**src/rtl/bar_pair_pkg.sv**
```systemverilog
package bar_pair_pkg;

   // Ones at and above bit position lg: the writable part of a sized base.
   function automatic logic [63:0] size_mask(int unsigned lg);
      return ~64'h0 << lg;
   endfunction

   // Fixed low nibble of the first slot.
   function automatic logic [3:0] type_nibble(bit en, bit io, bit w64, bit pf);
      logic [3:0] t;
      if (!en)     t = 4'h0;
      else if (io) t = 4'b0001;
      else         t = {pf, w64, 2'b00};
      return t;
   endfunction

endpackage

```
**src/rtl/bar_addr_slot.sv**
```systemverilog
module bar_addr_slot #(
   parameter logic [31:0] WMASK = 32'hFFFF_FFF0
) (
   input  logic        clk,
   input  logic        rst_n,
   input  logic        wr_en,
   input  logic [31:0] wr_data,
   output logic [31:0] q
);

   generate
      if (WMASK == 32'h0) begin : g_tied
         logic unused_inputs;
         assign unused_inputs = ^{clk, rst_n, wr_en, wr_data};
         assign q = 32'h0;
      end else begin : g_reg
         logic [31:0] addr_q;
         always_ff @(posedge clk or negedge rst_n) begin
            if (!rst_n)     addr_q <= 32'h0;
            else if (wr_en) addr_q <= wr_data & WMASK;
         end
         assign q = addr_q;
      end
   endgenerate

endmodule

```
**src/rtl/bar_read_mux.sv**
```systemverilog
module bar_read_mux (
   input  logic        rd_hi,
   input  logic [31:0] lo_q,
   input  logic [31:0] hi_q,
   input  logic [3:0]  type_lo,
   output logic [31:0] rdata
);

   always_comb begin
      if (rd_hi) rdata = hi_q;
      else       rdata = lo_q | {28'h0, type_lo};
   end

endmodule

```
**src/rtl/bar_pair.sv**
```systemverilog
module bar_pair
   import bar_pair_pkg::*;
#(
   parameter bit          BAR_EN    = 1'b1,
   parameter bit          SPACE_IO  = 1'b0,
   parameter bit          WIDE64    = 1'b1,
   parameter bit          PREFETCH  = 1'b1,
   parameter int unsigned SIZE_LOG2 = 20
) (
   input  logic        clk,
   input  logic        rst_n,
   input  logic        cfg_wr,
   input  logic        cfg_wr_hi,
   input  logic [31:0] cfg_wdata,
   input  logic        cfg_rd_hi,
   output logic [31:0] cfg_rdata,
   output logic [63:0] base_addr
);

   localparam int unsigned INFO_W    = SPACE_IO ? 2 : 4;
   localparam logic [63:0] SZ_MASK   = size_mask(SIZE_LOG2);
   localparam logic [31:0] INFO_MASK = ~((32'd1 << INFO_W) - 32'd1);
   localparam logic [31:0] LO_WMASK  = BAR_EN ? (SZ_MASK[31:0] & INFO_MASK) : 32'h0;
   localparam logic [31:0] HI_WMASK  = (BAR_EN && WIDE64) ? SZ_MASK[63:32] : 32'h0;
   localparam logic [3:0]  TYPE_LO   = type_nibble(BAR_EN, SPACE_IO, WIDE64, PREFETCH);

   // Elaboration-time parameter checks
   generate
      if (SPACE_IO && WIDE64) begin : g_bad_io64
         $error("bar_pair: I/O space cannot be 64-bit");
      end
      if (!SPACE_IO && SIZE_LOG2 < 4) begin : g_bad_mem_size
         $error("bar_pair: memory region below 16 bytes");
      end
      if (SPACE_IO && SIZE_LOG2 < 2) begin : g_bad_io_size
         $error("bar_pair: I/O region below 4 bytes");
      end
      if (!WIDE64 && SIZE_LOG2 > 31) begin : g_bad_32_size
         $error("bar_pair: 32-bit region too large");
      end
      if (SIZE_LOG2 > 63) begin : g_bad_64_size
         $error("bar_pair: 64-bit region too large");
      end
   endgenerate

   logic        wr_lo_en;
   logic        wr_hi_en;
   logic [31:0] lo_q;
   logic [31:0] hi_q;

   assign wr_lo_en = cfg_wr & ~cfg_wr_hi;
   assign wr_hi_en = cfg_wr &  cfg_wr_hi;

   bar_addr_slot #(.WMASK(LO_WMASK)) u_lo (
      .clk     (clk),
      .rst_n   (rst_n),
      .wr_en   (wr_lo_en),
      .wr_data (cfg_wdata),
      .q       (lo_q)
   );

   bar_addr_slot #(.WMASK(HI_WMASK)) u_hi (
      .clk     (clk),
      .rst_n   (rst_n),
      .wr_en   (wr_hi_en),
      .wr_data (cfg_wdata),
      .q       (hi_q)
   );

   bar_read_mux u_mux (
      .rd_hi   (cfg_rd_hi),
      .lo_q    (lo_q),
      .hi_q    (hi_q),
      .type_lo (TYPE_LO),
      .rdata   (cfg_rdata)
   );

   assign base_addr = {hi_q, lo_q};

endmodule

```
**config.mk**
```make
export PLATFORM = sky130hd
export DESIGN_NAME = bar_pair
export DESIGN_NICKNAME = d
export VERILOG_FILES = /design/src/rtl/bar_pair_pkg.sv /design/src/rtl/bar_addr_slot.sv /design/src/rtl/bar_read_mux.sv /design/src/rtl/bar_pair.sv
export SDC_FILE = /design/constraint.sdc
export NUM_CORES = 1
export LEC_CHECK = 0
export BUFFER_PORTS_ARGS = -buffer_cell sky130_fd_sc_hd__buf_2
export CORE_MARGIN = 3
export CORE_UTILIZATION = 42
export CTS_CLUSTER_DIAMETER = 200
export DETAILED_ROUTE_END_ITERATION = 8
export GPL_TIMING_DRIVEN = 0
export PLACE_DENSITY = 0.82
export RECOVER_POWER = 50
export SETUP_SLACK_MARGIN = 0.05
export SYNTH_ARGS = -nofsm -noshare
export SYNTH_HDL_FRONTEND = slang
export SYNTH_SLANG_ARGS = --single-unit
```
**constraint.sdc**
```tcl
create_clock -name clk -period 1.1 [get_ports clk]
set_clock_uncertainty 0.1 [all_clocks]
set_input_delay 0.11 -clock clk [delete_from_list [all_inputs] [get_ports clk]]
set_output_delay 0.11 -clock clk [all_outputs]
set_load 0.005 [all_outputs]
```
## Yosys cells after proc, flatten, opt, wreduce, memory -nomap -nowiden

Index checks and enable logic that the tools add are counted.
Widths: inputs -> output; s select.

| word-level totals | value |
|---|---|
| bits in registers | 44 |
| input bits | 37 |

| cells by class | value |
|---|---|
| bitwise operators | 3 |
| muxes and demuxes | 1 |

Operators by type and width:

| cell | count |
|---|---|
| $mux 32 | 1 |
| $and 1x1->1 | 2 |
| $not 1->1 | 1 |

## Longest topological paths before layout

Gate-level depths: netlist (run 1).

| logic depth | value |
|---|---|
| depth in word-level cells | 2 |
| mapped depth | 3 |
| depth with buffers taken out | 2 |

## By module

From an unflattened synthesis (run 1), not the netlist that was laid out.

| second synthesis, totals | value |
|---|---|
| cell total of the unflattened synthesis | 162 |
| area, all modules | 2517.4 µm² |

Modules (own cells, without submodules):

| module | area an instance (µm²) | instances | cells each |
|---|---|---|---|
| bar_addr_slot at u_hi | 1345.0 | 1 | 68 |
| bar_addr_slot at u_lo | 638.1 | 1 | 46 |
| bar_read_mux | 510.5 | 1 | 44 |
| bar_pair | 23.8 | 1 | 4 |

## Least setup slack after synthesis (run 1)

No wires, ideal clock.

| path | value |
|---|---|
| path type | input port to flip-flop |
| start | in cfg_wr |
| end | reg u_lo.g_reg.addr_q[21] (netlist: u_lo.q[21]) |
| buffers on the path | 1 |
| data required time | 875 ps |
| setup slack | 100 ps |
| arrival | 775 ps |
| stages on the path | 3 |
| cells stage by stage | nor2b_2 > buf_4 > mux2_2 |

| on the way | value |
|---|---|
| longest elaborated chain between the ends | 1 |

Ends and longest elaborated chain:

| element | RTL line | source |
|---|---|---|
| start, declared | bar_pair.sv:12 | `input logic cfg_wr,` |
| $and 1x1->1 | bar_pair.sv:51 | `assign wr_lo_en = cfg_wr & ~cfg_wr_hi;` |
| end signal, assigned | bar_addr_slot.sv:20 | `else if (wr_en) addr_q <= wr_data & WMASK;` |
| end, declared | bar_addr_slot.sv:17 | `logic [31:0] addr_q;` |

Every way passes these cells.
A chain may end at the register's enable or synchronous reset.

## Worst setup path after layout (run 1)

| path | value |
|---|---|
| start | reg u_lo.g_reg.addr_q[23] (netlist: u_lo.q[23]) |
| end | out cfg_rdata[23] |

| on the way | value |
|---|---|
| longest elaborated chain between the ends | 1 |

Ends and longest elaborated chain:

| element | RTL line | source |
|---|---|---|
| $mux 32 | bar_read_mux.sv:10 | `if (rd_hi) rdata = hi_q;` |
| end, declared | bar_pair.sv:16 | `output logic [31:0] cfg_rdata,` |

Every way passes these cells.

==> impl_metrics.json, run 1 <==
{
  "status": "complete, but fails checks",
  "synth_seq_cells": 44,
  "critPathKind": "reg -> out",
  "violations": "hold timing, setup timing",
  "port_buffers": 112,
  "clk_latency_ns": 0.29,
  "min_path_type": "in -> async",
  "drc_errors": 0,
  "cts_buffer_depth": 2,
  "final-setup-viol-count": 58,
  "cts_tree": "built",
  "die_w_um": 76.13,
  "powerDensity_nw_per_um2": 1305,
  "crit_slowest_cell": "dfrtp_1",
  "fin_tns_setup_ns": -4.152,
  "fin_crit_sh": 1.181,
  "instances_no_fill": 413,
  "final_max_slew_viol_count": 0,
  "vdd_ir_drop_max_mv": 0.8786,
  "dr.pass1.iters": 4,
  "area_growth_pct": 80.01,
  "grt_max_degree": 45,
  "grt_use_total": 0.2002,
  "ff2ff_setup_slack_ns": -0.02,
  "ioPinCount": 133,
  "p_total_uw": 4854,
  "rr_startpoint": "u_lo.q[23]",
  "antenna_found_initial": 0,
  "routed_wirelength_mm": 6.479,
  "yosysSeqAreaShare": 0.5330,
  "core_um2": 4534,
  "initial_core_util": 0.4556,
  "max_stage_delay_ns": 0.40,
  "netlist_area_um2": 2066,
  "layout_min_cycle_time_ns": 1.299,
  "die_h_um": 76.13,
  "cp-start-kind": "register",
  "vias": 1850,
  "crit_fanout": 2,
  "avgSynthCellArea_um2": 13.77,
  "clock-sinks": 44,
  "cap_violations": 0,
  "synth_cell_types": 11,
  "final_area_um2": 3719,
  "tightest_slew_ns": 1.089,
  "setup_ws_ns": -0.1995,
  "antenna_cells": 0,
  "report.final.hold_viol_count": 44,
  "yosysWarnings": 0,
  "fp-row-count": 24,
  "ctsHoldBuffers": 32,
  "required_ns": 0.89,
  "grt_pass1_wl_mm": 9.273,
  "r2r_cells": 3,
  "dpl_cell_area_um2": 2779,
  "htreeDepth": 2,
  "rsz0062_at_grt": "yes",
  "place_hpwl_mm": 3.494,
  "syn_inst": 150,
  "cp-end-kind": "output pin",
  "viasPerCell": 4.479,
  "fmax_mhz": 769.5,
  "routedWlPerCell_um": 15.69,
  "grt_pass1_vias": 1841,
  "dieArea_um2": 5796,
  "final_core_util": 0.8201,
  "p_leak_uw": 0.001907,
  "startpoint": "u_lo.q[23]",
  "worst-path-buf-inv": 1,
  "final_layout_size_suffix_gt1_frac": 0.5833,
  "cp_num_cells": 2,
  "nets": 385,
  "critPathTopFamily": "flip-flops",
  "clk_pin_slew_worst_paths_ns": 0.07,
  "dpl.cell_count": 346,
  "relSlewSlack": 0.2740,
  "path_cells": "mux2_4 -> buf_6",
  "arrival_ns": 1.09,
  "initialDrtViolationCount": 31,
  "ant_nets": 0,
  "cts_root_buffer": "clkbuf_8",
  "gp_congestion": 0.7234,
  "grt_overflow": 0,
  "numCtsBuffers": 5,
  "r2r_end": "u_lo.q[23]",
  "worstSetupEndpoint": "cfg_rdata[23]",
  "whs_ns": -0.08333
}
kinds of logic after synthesis:
family,after synthesis,synth area share
AND/OR/NAND/NOR,22,0.06663
buffers and inverters,27,0.09327
multiplexers,56,0.3053
flip-flops,44,0.5330
other,1,0.001815
state kept, by name, summed over array words and instances (netlist names):
signal / flops
u_hi.q: 32
u_lo.q: 12
through the flow:
| stage | hold WS [ns] | worst slack, ns |
|---|---|---|
| 3_3_place_gp | 0.2103 | -0.1575 |
| 2_1_floorplan | -0.2856 | 0.09989 |
| 3_5_place_dp | 0.2176 | -0.1589 |
| 6_report | -0.08333 | -0.1995 |
| 4_1_cts | -0.09826 | -0.1922 |
| 5_1_grt | 0.002428 | -0.2395 |
power by group:
part           switching (uW)  total [uW]  internal [uW]
logic                     594        1760           1160
clock network             507        1070            559
registers                 174        2030           1860
total                    1270        4850           3580
area by class of cell:
type                    instances  area (um^2)
multi-input cells              98        879.6
plain buffers                  27        188.9
well taps                      65        81.33
flip-flops and latches         44         1101
fillers                       245        815.8
repair buffers                172         1371
clock buffers                   7        96.34
timing repair:
| action | CTS | global route |
|---|---|---|
| hold endpoints to repair | 88 | 44 |
| endpoints found under the setup margin | 33 | 78 |
| setup buffers | 23 | 12 |
| gates resized for setup | 34 | 38 |
how the worst min path moves through the flow:
stage	endpoint	slack, ns	depth (start not counted)
2_1_floorplan	u_hi.q[0]	-0.29	0
3_3_place_gp	u_hi.q[17]	0.21	1
3_5_place_dp	u_hi.q[17]	0.22	1
4_1_cts	u_hi.q[18]	-0.1	1
5_1_grt	u_lo.q[26]	0.002	1
6_report	u_lo.q[24]	-0.08	1
cells in the mapped netlist:
library cell  number  area, um^2
dfrtp_1           44        1101
mux2_1            30       337.8
mux2_2            26       292.8
buf_4             24       180.2
and2_1            18       112.6
clkbuf_1           2       7.510
nand2b_1           2       12.51
buf_2              1       5.000
conb_1             1       3.750
nand2_1            1       3.750
nor2b_2            1       8.760
cells in the final DEF, fill, tap and decap left out:
| cell | synthesis | layout |
|---|---|---|
| and2_1 | 18 | 17 |
| and2_4 | 0 | 1 |
| buf_2 | 1 | 80 |
| buf_4 | 24 | 25 |
| buf_6 | 0 | 55 |
| clkbuf_1 | 2 | 2 |
| clkbuf_2 | 0 | 5 |
| clkbuf_8 | 0 | 7 |
| conb_1 | 1 | 20 |
| dfrtp_1 | 44 | 44 |
| dlygate4sd3_1 | 0 | 32 |
| mux2_1 | 30 | 28 |
| mux2_2 | 26 | 21 |
| mux2_4 | 0 | 7 |
| nand2_1 | 1 | 1 |
| nand2b_1 | 2 | 1 |
| nand2b_4 | 0 | 1 |
| nor2b_2 | 1 | 1 |
metal layers:
| metal | track usage | share of wire | vias to the layer above |
|---|---|---|---|
| li1 | - | - | 862 |
| met1 | 0.2274 | 0.38 | 895 |
| met2 | 0.3750 | 0.54 | 87 |
| met3 | 0.05556 | 0.064 | 6 |
| met4 | 0.03986 | 0.0076 | 0 |
| met5 | 0 | 0 | - |
Power figures use the tool's default switching activity.
==> run 2, diff against run 1 <==
- RECOVER_POWER: 50 -> 100
==> impl_metrics.json, run 2 (synthesized netlist as in run 1, its figures left out) <==
{
  "clk_pin_slew_worst_paths_ns": 0.08,
  "fp-row-count": 24,
  "ant_nets": 0,
  "initial_core_util": 0.4556,
  "grt_max_degree": 45,
  "ioPinCount": 133,
  "die_h_um": 76.13,
  "largest_reg_flops": 32,
  "core_um2": 4534,
  "violations": "hold timing, setup timing",
  "antenna_cells": 0,
  "cp-start-kind": "register",
  "pre_cts_ws_ns": -0.1589,
  "tightest_slew_ns": 1.089,
  "routed_wirelength_mm": 6.427,
  "die_w_um": 76.13,
  "report.final.hold_viol_count": 44,
  "grt_pass1_wl_mm": 9.273,
  "mostFrequentLayoutCells": "71 x buf_2, 46 x buf_6, 44 x dfrtp_1, 32 x dlygate4sd3_1, 28 x mux2_1",
  "htreeDepth": 2,
  "viasPerCell": 4.508,
  "p_leak_uw": 0.001837,
  "layout_min_cycle_time_ns": 1.301,
  "ctsHoldBuffers": 32,
  "dpl_cell_area_um2": 2779,
  "rsz0062_at_grt": "yes",
  "cts_root_buffer": "clkbuf_8",
  "clock-sinks": 44,
  "layout_commonest_cell": "buf_2",
  "cts_tree": "built",
  "fin_crit_sh": 1.182,
  "clk_latency_ns": 0.29,
  "place_hpwl_mm": 3.494,
  "dieArea_um2": 5796,
  "antenna_found_initial": 0,
  "grt_pass1_vias": 1841,
  "gp_congestion": 0.7234,
  "setup_ws_ns": -0.2005,
  "arrival_ns": 1.09,
  "initialDrtViolationCount": 32,
  "area_growth_pct": 76.08,
  "nets": 385,
  "dr.pass1.iters": 4,
  "cp-end-kind": "output pin",
  "routedWlPerCell_um": 15.56,
  "grt_use_total": 0.2002,
  "fmax_mhz": 768.9,
  "vdd_ir_drop_max_mv": 0.8774,
  "final_area_um2": 3637,
  "r2r_cells": 3,
  "crit_fanout": 2,
  "drc_errors": 0,
  "final_max_slew_viol_count": 0,
  "p_total_uw": 4759,
  "grt_overflow": 0,
  "final_layout_size_suffix_gt1_frac": 0.5316,
  "min_path_type": "in -> async",
  "port_buffers": 112,
  "relSlewSlack": 0.2742,
  "final_core_util": 0.8022,
  "status": "complete, but fails checks",
  "vias": 1862,
  "cap_violations": 0,
  "powerDensity_nw_per_um2": 1309,
  "cts_buffer_depth": 2,
  "numCtsBuffers": 5,
  "final-setup-viol-count": 57,
  "whs_ns": -0.08162,
  "critPathKind": "reg -> out",
  "required_ns": 0.89
}
## run 2: changes by cell type in the layout (fill, tap and decap cells not counted)
cell      previous run  this run
buf_6               55        46
buf_2               80        71
clkbuf_2             5         6
clkbuf_1             2        20
buf_4               25        24
## run 2: worst paths after layout
check                           startpoint       endpoint  slack (ns)
min in group clk                 cfg_wr_hi     u_lo.q[20]        0.14
worst max-delay path            u_lo.q[23]  cfg_rdata[23]       -0.20
worst min-delay path                 rst_n     u_lo.q[24]       -0.08
worst max register to register  u_hi.q[27]     u_hi.q[27]       -0.03
max in group asynchronous            rst_n      u_hi.q[1]        0.33
worst min register to register   u_hi.q[0]      u_hi.q[0]        0.42
## run 2: through the flow
| stage | setup TNS (ns) | instances |
|---|---|---|
| 6_report | -4.054 | 413 |
| 3_5_place_dp | -6.070 | 346 |
| 4_1_cts | -4.112 | 408 |
| 2_1_floorplan | 0 | 169 |
| 5_1_grt | -6.551 | 413 |
| 3_3_place_gp | -5.994 | 346 |
## run 2: power by group
| group | switching, uW | leakage (uW) | internal [uW] |
|---|---|---|---|
| clock network | 506 | 0.0000503 | 559 |
| registers | 165 | 0.000516 | 1860 |
| logic | 593 | 0.00127 | 1080 |
## run 2: area by class of cell
class / instances / area, um^2
buffer: 27 / 186.4
clock buffer: 7 / 96.34
fill: 263 / 897.1
multi-input combinational: 98 / 879.6
sequential: 44 / 1101
tap: 65 / 81.33
timing repair buffer: 172 / 1292
## run 2: critical path: stages, from the launching register on
cell and delay, ns:
dfrtp_1 0.40, mux2_4 0.28, buf_6 0.12
## run 2: metal layers
metal,track usage,share of wire,vias up
met5,0,0,-
met2,0.3750,0.55,87
met1,0.2274,0.38,907
met3,0.05556,0.062,6
li1,-,-,862
met4,0.03986,0.0076,0
## run 2: what timing repair did
action / CTS / global route
buffers inserted: 23 / 12
hold endpoints to repair: 88 / 44
resized for setup: 34 / 38
endpoints found under the setup margin: 33 / 78
